### src/rtl/rspx_pkg.sv
// Shared sizing for the register specifier prefix expander.
// Assumes one header word per taken redirect and 3-bit register fields.
package rspx_pkg;
    localparam int HDR_W      = 16;  // header word width
    localparam int FLD_W      = 3;   // register field width
    localparam int NARROW_PFX = 2;   // extension bits per value, narrow mode
    localparam int WIDE_PFX   = 3;   // extension bits per value, wide mode
    localparam int DIRECT_N   = 3;   // values mapped directly in wide mode
    localparam int NUM_W      = FLD_W + WIDE_PFX;
    localparam int N_PORTS    = 3;   // fields expanded per instruction

    typedef logic [HDR_W-1:0] hdr_t;
    typedef logic [FLD_W-1:0] fld_t;
    typedef logic [NUM_W-1:0] num_t;
endpackage

### src/rtl/rspx_hdr_state.sv
// Holds the active header, the trap-saved header and the pending flag.
// Assumes trap entry outranks trap return, which outranks a plain redirect.
module rspx_hdr_state
    import rspx_pkg::*;
(
    input  logic clk,
    input  logic rst_n,
    input  logic word_vld,
    input  hdr_t word_data,
    input  logic redirect,
    input  logic trap_enter,
    input  logic trap_return,
    output logic consume,
    output hdr_t active_hdr,
    output hdr_t saved_hdr
);
    logic pending_q;
    hdr_t active_q;
    hdr_t saved_q;

    // The word is a header when one is pending and the word is valid.
    always_comb consume = pending_q & word_vld;

    // Update the header state on each edge by event priority.
    always_ff @(posedge clk) begin
        if (!rst_n) begin
            pending_q <= 1'b0;
            active_q  <= '0;
            saved_q   <= '0;
        end else if (trap_enter) begin
            saved_q   <= active_q;
            pending_q <= 1'b1;
            if (consume) active_q <= word_data;
        end else if (trap_return) begin
            active_q  <= saved_q;
            pending_q <= 1'b0;
        end else begin
            if (consume) active_q <= word_data;
            if (redirect)     pending_q <= 1'b1;
            else if (consume) pending_q <= 1'b0;
        end
    end

    assign active_hdr = active_q;
    assign saved_hdr  = saved_q;
endmodule

### src/rtl/rspx_field_map.sv
// Widens one 3-bit register field with the extension bits its value
// selects from the active header. Purely combinational.
module rspx_field_map
    import rspx_pkg::*;
(
    input  hdr_t hdr,
    input  fld_t fld,
    input  logic wide_mode,
    output num_t num
);
    localparam int IDX_W = $clog2(HDR_W);

    logic [WIDE_PFX-1:0] pfx;
    logic [IDX_W-1:0]    idx;

    // Pick each extension bit from the header by field value and mode.
    always_comb begin
        pfx = '0;
        idx = '0;
        for (int b = 0; b < WIDE_PFX; b++) begin
            if (!wide_mode) begin
                if (b < NARROW_PFX) begin
                    idx    = IDX_W'(int'(fld) * NARROW_PFX + b);
                    pfx[b] = hdr[idx];
                end
            end else if (int'(fld) >= DIRECT_N) begin
                idx    = IDX_W'((int'(fld) - DIRECT_N) * WIDE_PFX + b);
                pfx[b] = hdr[idx];
            end
        end
        num = {pfx, fld};
    end
endmodule

### src/rtl/regspec_prefix_expander.sv
// Top: captures a header after each taken redirect and expands the
// two source fields and the destination field in parallel.
module regspec_prefix_expander
    import rspx_pkg::*;
(
    input  logic        clk,
    input  logic        rst_n,
    input  logic        word_vld,
    input  logic [15:0] word_data,
    input  logic        redirect,
    input  logic        trap_enter,
    input  logic        trap_return,
    input  logic        wide_mode,
    input  logic [2:0]  src_a,
    input  logic [2:0]  src_b,
    input  logic [2:0]  dst,
    output logic        hdr_consumed,
    output logic [5:0]  src_a_num,
    output logic [5:0]  src_b_num,
    output logic [5:0]  dst_num,
    output logic [15:0] saved_hdr
);
    hdr_t active_hdr;
    fld_t fld_in  [N_PORTS];
    num_t num_out [N_PORTS];

    rspx_hdr_state state_i (
        .clk         (clk),
        .rst_n       (rst_n),
        .word_vld    (word_vld),
        .word_data   (word_data),
        .redirect    (redirect),
        .trap_enter  (trap_enter),
        .trap_return (trap_return),
        .consume     (hdr_consumed),
        .active_hdr  (active_hdr),
        .saved_hdr   (saved_hdr)
    );

    // Gather the fields so that one map per field can be generated.
    always_comb begin
        fld_in[0] = src_a;
        fld_in[1] = src_b;
        fld_in[2] = dst;
    end

    for (genvar g = 0; g < N_PORTS; g++) begin : g_map
        rspx_field_map map_i (
            .hdr       (active_hdr),
            .fld       (fld_in[g]),
            .wide_mode (wide_mode),
            .num       (num_out[g])
        );
    end

    assign src_a_num = num_out[0];
    assign src_b_num = num_out[1];
    assign dst_num   = num_out[2];
endmodule

### config.mk
export PLATFORM = sky130hd
export DESIGN_NAME = regspec_prefix_expander
export DESIGN_NICKNAME = d
export VERILOG_FILES = /design/src/rtl/rspx_pkg.sv /design/src/rtl/rspx_hdr_state.sv /design/src/rtl/rspx_field_map.sv /design/src/rtl/regspec_prefix_expander.sv
export SDC_FILE = /design/constraint.sdc
export NUM_CORES = 1
export LEC_CHECK = 0
export BUFFER_PORTS_ARGS = -buffer_cell sky130_fd_sc_hd__buf_2
export CAP_MARGIN = 20
export CORE_MARGIN = 3
export CORE_UTILIZATION = 30
export CTS_CLUSTER_SIZE = 8
export DETAILED_ROUTE_END_ITERATION = 12
export HOLD_SLACK_MARGIN = 0.02
export SLEW_MARGIN = 20
export SYNTH_ARGS = -nofsm -noshare
export SYNTH_HDL_FRONTEND = slang
export SYNTH_SLANG_ARGS = --single-unit
### constraint.sdc
create_clock -name clk -period 4.4 [get_ports clk]
set_clock_uncertainty 0.05 [all_clocks]
set_input_delay 0.22 -clock clk [delete_from_list [all_inputs] [get_ports clk]]
set_output_delay 0.22 -clock clk [all_outputs]
set_load 0.01 [all_outputs]
-- Word-level counts from Yosys, hierarchy flattened
Cells that the tools add are included.
- mux-type cells: 55
- div/mod/pow operators: 0
- equal/unequal tests: 0
- bitwise logic cells: 1
- reduce and logical (&&, ||, !) cells: 1
- multipliers: 3
- $add $sub $neg: 12
- shifts and indexed selects: 0
- order comparisons: 18
- operators with widths (cell ; count):
    multiplier 32 x 3 -> 4 bit, second input constant ; 3
    less-than comparator 4 x 5 -> 1 bit, second input constant ; 15
    binary-select mux 1 bit (select 4 bit) ; 12
    two-way mux 16 bit ; 3
    two-way mux 1 bit ; 37
    adder 4 x 1 -> 4 bit, second input constant ; 3
    adder 4 x 2 -> 4 bit, second input constant ; 3
    adder 4 x 3 -> 4 bit, second input constant ; 3
    subtractor 3 x 2 -> 4 bit, second input constant ; 3
    binary-select mux 1 bit (select 3 bit) ; 3
    >= comparator 3 x 2 -> 1 bit, second input constant ; 3
    nonzero test 4 bit ; 1
    AND 1 bit ; 1
- register bits: 33
- output and inout bits: 35
- input port bits: 32
- memories: 0
- bits in writable memories: 0
- word-level logic and storage cells: 93
- memory bits (read-only): 0
- latch bits: 0

-- Depth between registers and ports, before layout
- depth in word-level cells: 7
- gate-level depth with buffers: 13
- gate-level depth less buffers: 12

-- By module
A second synthesis with hierarchy kept.
- cell total of the unflattened synthesis: 309
- area, all modules: 3667.3 um^2
- by module, submodules not included (module ; area an instance (um^2) ; cells an instance ; times used):
    rspx_field_map ; 748.2 ; 60 ; 3
    rspx_hdr_state ; 1422.6 ; 129 ; 1

-- Least setup slack after synthesis
No wires, ideal clock.
- path kind: input-to-output
- start point: in src_b[0]
- end point: out src_b_num[4]
- stages on the path: 12
- slack: 936 ps
- required time: 4130 ps
- arrival time: 3194 ps
- cells stage by stage: buf_2 -> buf_2 -> inv_1 -> ha_1 -> ha_1 -> ha_1 -> ha_1 -> mux2_2 -> o21ai_0 -> xor2_1 -> mux2_2 -> o22ai_1
- longest elaborated chain between the ends: 7
- ends and longest elaborated chain (what ; RTL line ; text):
    from (decl) ; regspec_prefix_expander.sv:15 ; input logic [2:0] src_b,
    subtractor 3 x 2 -> 4 bit ; rspx_field_map.sv:27 ; idx = IDX_W'((int'(fld) - DIRECT_N) * WIDE_PFX + b);
    multiplier 32 x 3 -> 4 bit ; rspx_field_map.sv:27 ;
    adder 4 x 2 -> 4 bit ; rspx_field_map.sv:27 ;
    binary-select mux 1 bit (select 4 bit) ; rspx_field_map.sv:28 ; pfx[b] = hdr[idx];
    two-way mux 1 bit (implied by the code) ; rspx_field_map.sv:28 ;
    two-way mux 1 bit ; rspx_field_map.sv:26 ; end else if (int'(fld) >= DIRECT_N) begin
    two-way mux 1 bit * ; rspx_field_map.sv:21 ; if (!wide_mode) begin
    to (decl) ; regspec_prefix_expander.sv:19 ; output logic [5:0] src_b_num,
Mark *: on every way between the ends. The rest lies on a longest branch, timed or not. The select of a mux whose other input is x is not followed.

-- Worst setup path in the final report
- start point: in src_a[0]
- end point: out src_a_num[3]
- longest elaborated chain between the ends: 6
- ends and longest elaborated chain (what ; RTL line ; text):
    from (decl) ; regspec_prefix_expander.sv:14 ; input logic [2:0] src_a,
    subtractor 3 x 2 -> 4 bit ; rspx_field_map.sv:27 ;
    multiplier 32 x 3 -> 4 bit ; rspx_field_map.sv:27 ;
    binary-select mux 1 bit (select 4 bit) ; rspx_field_map.sv:28 ;
    two-way mux 1 bit (implied by the code) ; rspx_field_map.sv:28 ;
    two-way mux 1 bit ; rspx_field_map.sv:26 ;
    two-way mux 1 bit * ; rspx_field_map.sv:21 ;
    to (decl) ; regspec_prefix_expander.sv:18 ; output logic [5:0] src_a_num,
Marked as above.

==> results.toml <==
[detailed_routing]
antenna_left = 0
drt_iter0_drc = 189
wl_um = 9310
drc = 0
avgRoutedWirePerCell_um = 16.8
routed_via_density = 5.26
drtPass1Iterations = 4
vias = 2909

[hold_path]
hold_class = "in -> reg"
hp-start = "redirect"

[synthesis]
syn_nets = 412
netlist-cell-type-count = 45
ys_ff_latch = 33
syn_area_mm2 = 0.00371
syn_inst = 360
synth_area_per_cell_um2 = 10.3
yosysWarnings = 0
yosysSeqAreaShare_pct = 17.8

[power]
power_switching_uw = 393
p_leak_uw = 0.00191
power_density_mw_per_mm2 = 299
ir_drop_v = 0.000227
swShare_pct = 31.5
comb_power_share_pct = 38.4
power_uw = 1250
clock_power_share_pct = 32.5
intPower_uw = 856
seq_power_share_pct = 29.0

[finish]
multi_input_area_mm2 = 0.00271
regArea_um2 = 661
final_layout_size_suffix_gt1_share_pct = 34.2
antenna_cells = 0
final_common_cell = "buf_2"
final_cell_mix = "buf_2, mux2i_1, mux4_2"
area_growth_syn_to_layout_pct = 12.7
fill_cells = 1155
fin_area_mm2 = 0.00418
final_nets = 440

[grt]
use_met2_pct = 23.8
track_usage_pct = 13.8
antenna_found_initial = 0
grt_overflow_total = 0
busiest_layer = "met2"
grt_pass1_wl_um = 15200
grt_use_met1_pct = 18.0
grt_max_degree = 34
grt_pass1_vias = 2919
met3_usage_pct = 2.67

[floorplanning]
core_area_mm2 = 0.0118
die_area_mm2 = 0.0137
initial_core_util_pct = 31.5
rows = 39
die_x_um = 117
die_y_um = 117
ios = 67

[timing]
report.final.slew_viol_count = 0
worst_pin_slew_ps = 607
hold_ws_ps = 224
tns_ps = 0
hold_violations = 0
slew-limit-headroom_pct = 59.5
finalSetupViolations = 0
period_needed_ps = 3610
finalCritPeriodShare_pct = 82.1
max_freq_mhz = 277
rsz0062_at_grt = "false"

[clock_tree]
cts_resized = 0
clock_sinks = 33
insertion_delay_ps = 280
cts_buffer_depth = 2
ctsHtreeMaxLevel = 2
postCtsSetupBuffers = 0
path_clk_slew_ps = 50
cts_root_buf = "clkbuf_16"
ctsHoldBuffers = 0
cts-buffers-inserted = 5
tritoncts = "done"

[critical_path]
critPathMaxFanout = 18
worstPathRequired_ps = 4130
critPathCaptureType = "primary output"
arrival_ps = 3340
rr_startpoint = "state_i.pending_q$_SDFFE_PN0P_"
startpoint_type = "input pin"
crit_path_start = "src_a[0]"
path_class = "in -> out"

[placement]
port_buffers = 66
placed_cell_area_mm2 = 0.00400
place_congestion = 0.827
hpwl_um = 6600

[flow_run]
drv_cap = 0

[status]
status = "finished, final reports clean"
Yosys cell counts (all sizes together):
| library cell | n | area share [%] |
|---|---|---|
| nand2b | 3 | 0.51 |
| a311oi | 1 | 0.24 |
| a221oi | 1 | 0.24 |
| nor3 | 1 | 0.13 |
| buf | 24 | 4.2 |
| and2 | 1 | 0.17 |
| nand3 | 15 | 2.0 |
| o21a | 1 | 0.20 |
| xnor2 | 13 | 3.3 |
| clkbuf | 25 | 3.1 |
| mux2 | 5 | 1.5 |
| ha | 20 | 6.7 |
| nand3b | 2 | 0.40 |
| o21ai | 5 | 0.67 |
| xor2 | 6 | 1.4 |
| dfxtp | 33 | 18 |
| o31ai | 1 | 0.20 |
| mux2i | 41 | 11 |
| o211a | 16 | 4.3 |
| inv | 19 | 1.9 |
| nor2 | 2 | 0.20 |
| a21oi | 6 | 0.81 |
| nand2 | 35 | 3.5 |
| a311o | 1 | 0.27 |
| o211ai | 1 | 0.20 |
| o311ai | 1 | 0.24 |
| or2b | 1 | 0.20 |
| nor2b | 19 | 3.2 |
| xnor3 | 3 | 1.9 |
| a211oi | 5 | 1.0 |
| clkinv | 1 | 0.10 |
| or3b | 3 | 0.71 |
| o22ai | 5 | 1.0 |
| mux4 | 43 | 26 |
| o2bb2ai | 1 | 0.24 |
through the flow:
step,worst slack [ps],instances,util [%]
2_1_floorplan,936,360,-
3_3_place_gp,855,545,34.0
3_5_place_dp,765,545,34.0
4_1_cts,758,553,35.5
5_1_grt,612,553,35.6
6_report,790,553,35.6
metal layers:
layer  up-vias  share of wire [%]
li1       1373                  -
met1      1422                 42
met2       106                 50
met3         8                6.8
met4         0                1.1
met5         -                  0
state kept, by name, indices dropped and copies added (netlist names):
register	count
state_i.pending_q	1
state_i.saved_hdr	16
state_i.active_hdr	16
worst paths after layout:
kind	depth (start not counted)	end	slack [ps]
hold reg to reg	1	state_i.active_hdr[11]$_SDFF_PN0_	480
setup / recovery	13	src_a_num[3]	790
setup reg to reg	5	state_i.active_hdr[1]$_SDFF_PN0_	2350
hold / removal	4	state_i.pending_q$_SDFFE_PN0P_	220
critical path: stages:
cell     delay, ps
buf_2          370
ha_1           230
inv_1           40
ha_1           280
inv_1           50
ha_1           260
ha_1           210
xnor3_2        270
xnor2_2        300
mux4_2         550
mux2_2         280
o22ai_2        130
buf_2          150
kinds of logic after synthesis:
kind of cell,share of synthesized area [%]
multiplexers,38.8
AND/OR/NAND/NOR,11.1
buffers and inverters,9.34
AO/OA/AOI/OAI,9.65
flip-flops,17.8
XOR/XNOR,6.54
adder cells (fa/ha/maj),6.75
layout make-up:
cell class | count | share of cell area (%)
Clock inverter | 2 | 0.897
Clock buffer | 6 | 3.32
Timing Repair Buffer | 70 | 8.62
Multi-Input combinational cell | 258 | 64.7
Tap cell | 164 | 4.91
Sequential cell | 33 | 15.8
Inverter | 20 | 1.79
power groups by stage:
stage | sequential, uW | clock [uW] | combinational [uW]
2_1_floorplan | 335 | 0 | 412
3_3_place_gp | 368 | 0 | 477
3_5_place_dp | 369 | 0 | 484
4_1_cts | 363 | 418 | 487
5_1_grt | 367 | 427 | 527
6_report | 363 | 406 | 480
No activity file was read; power rests on OpenSTA's default activity.
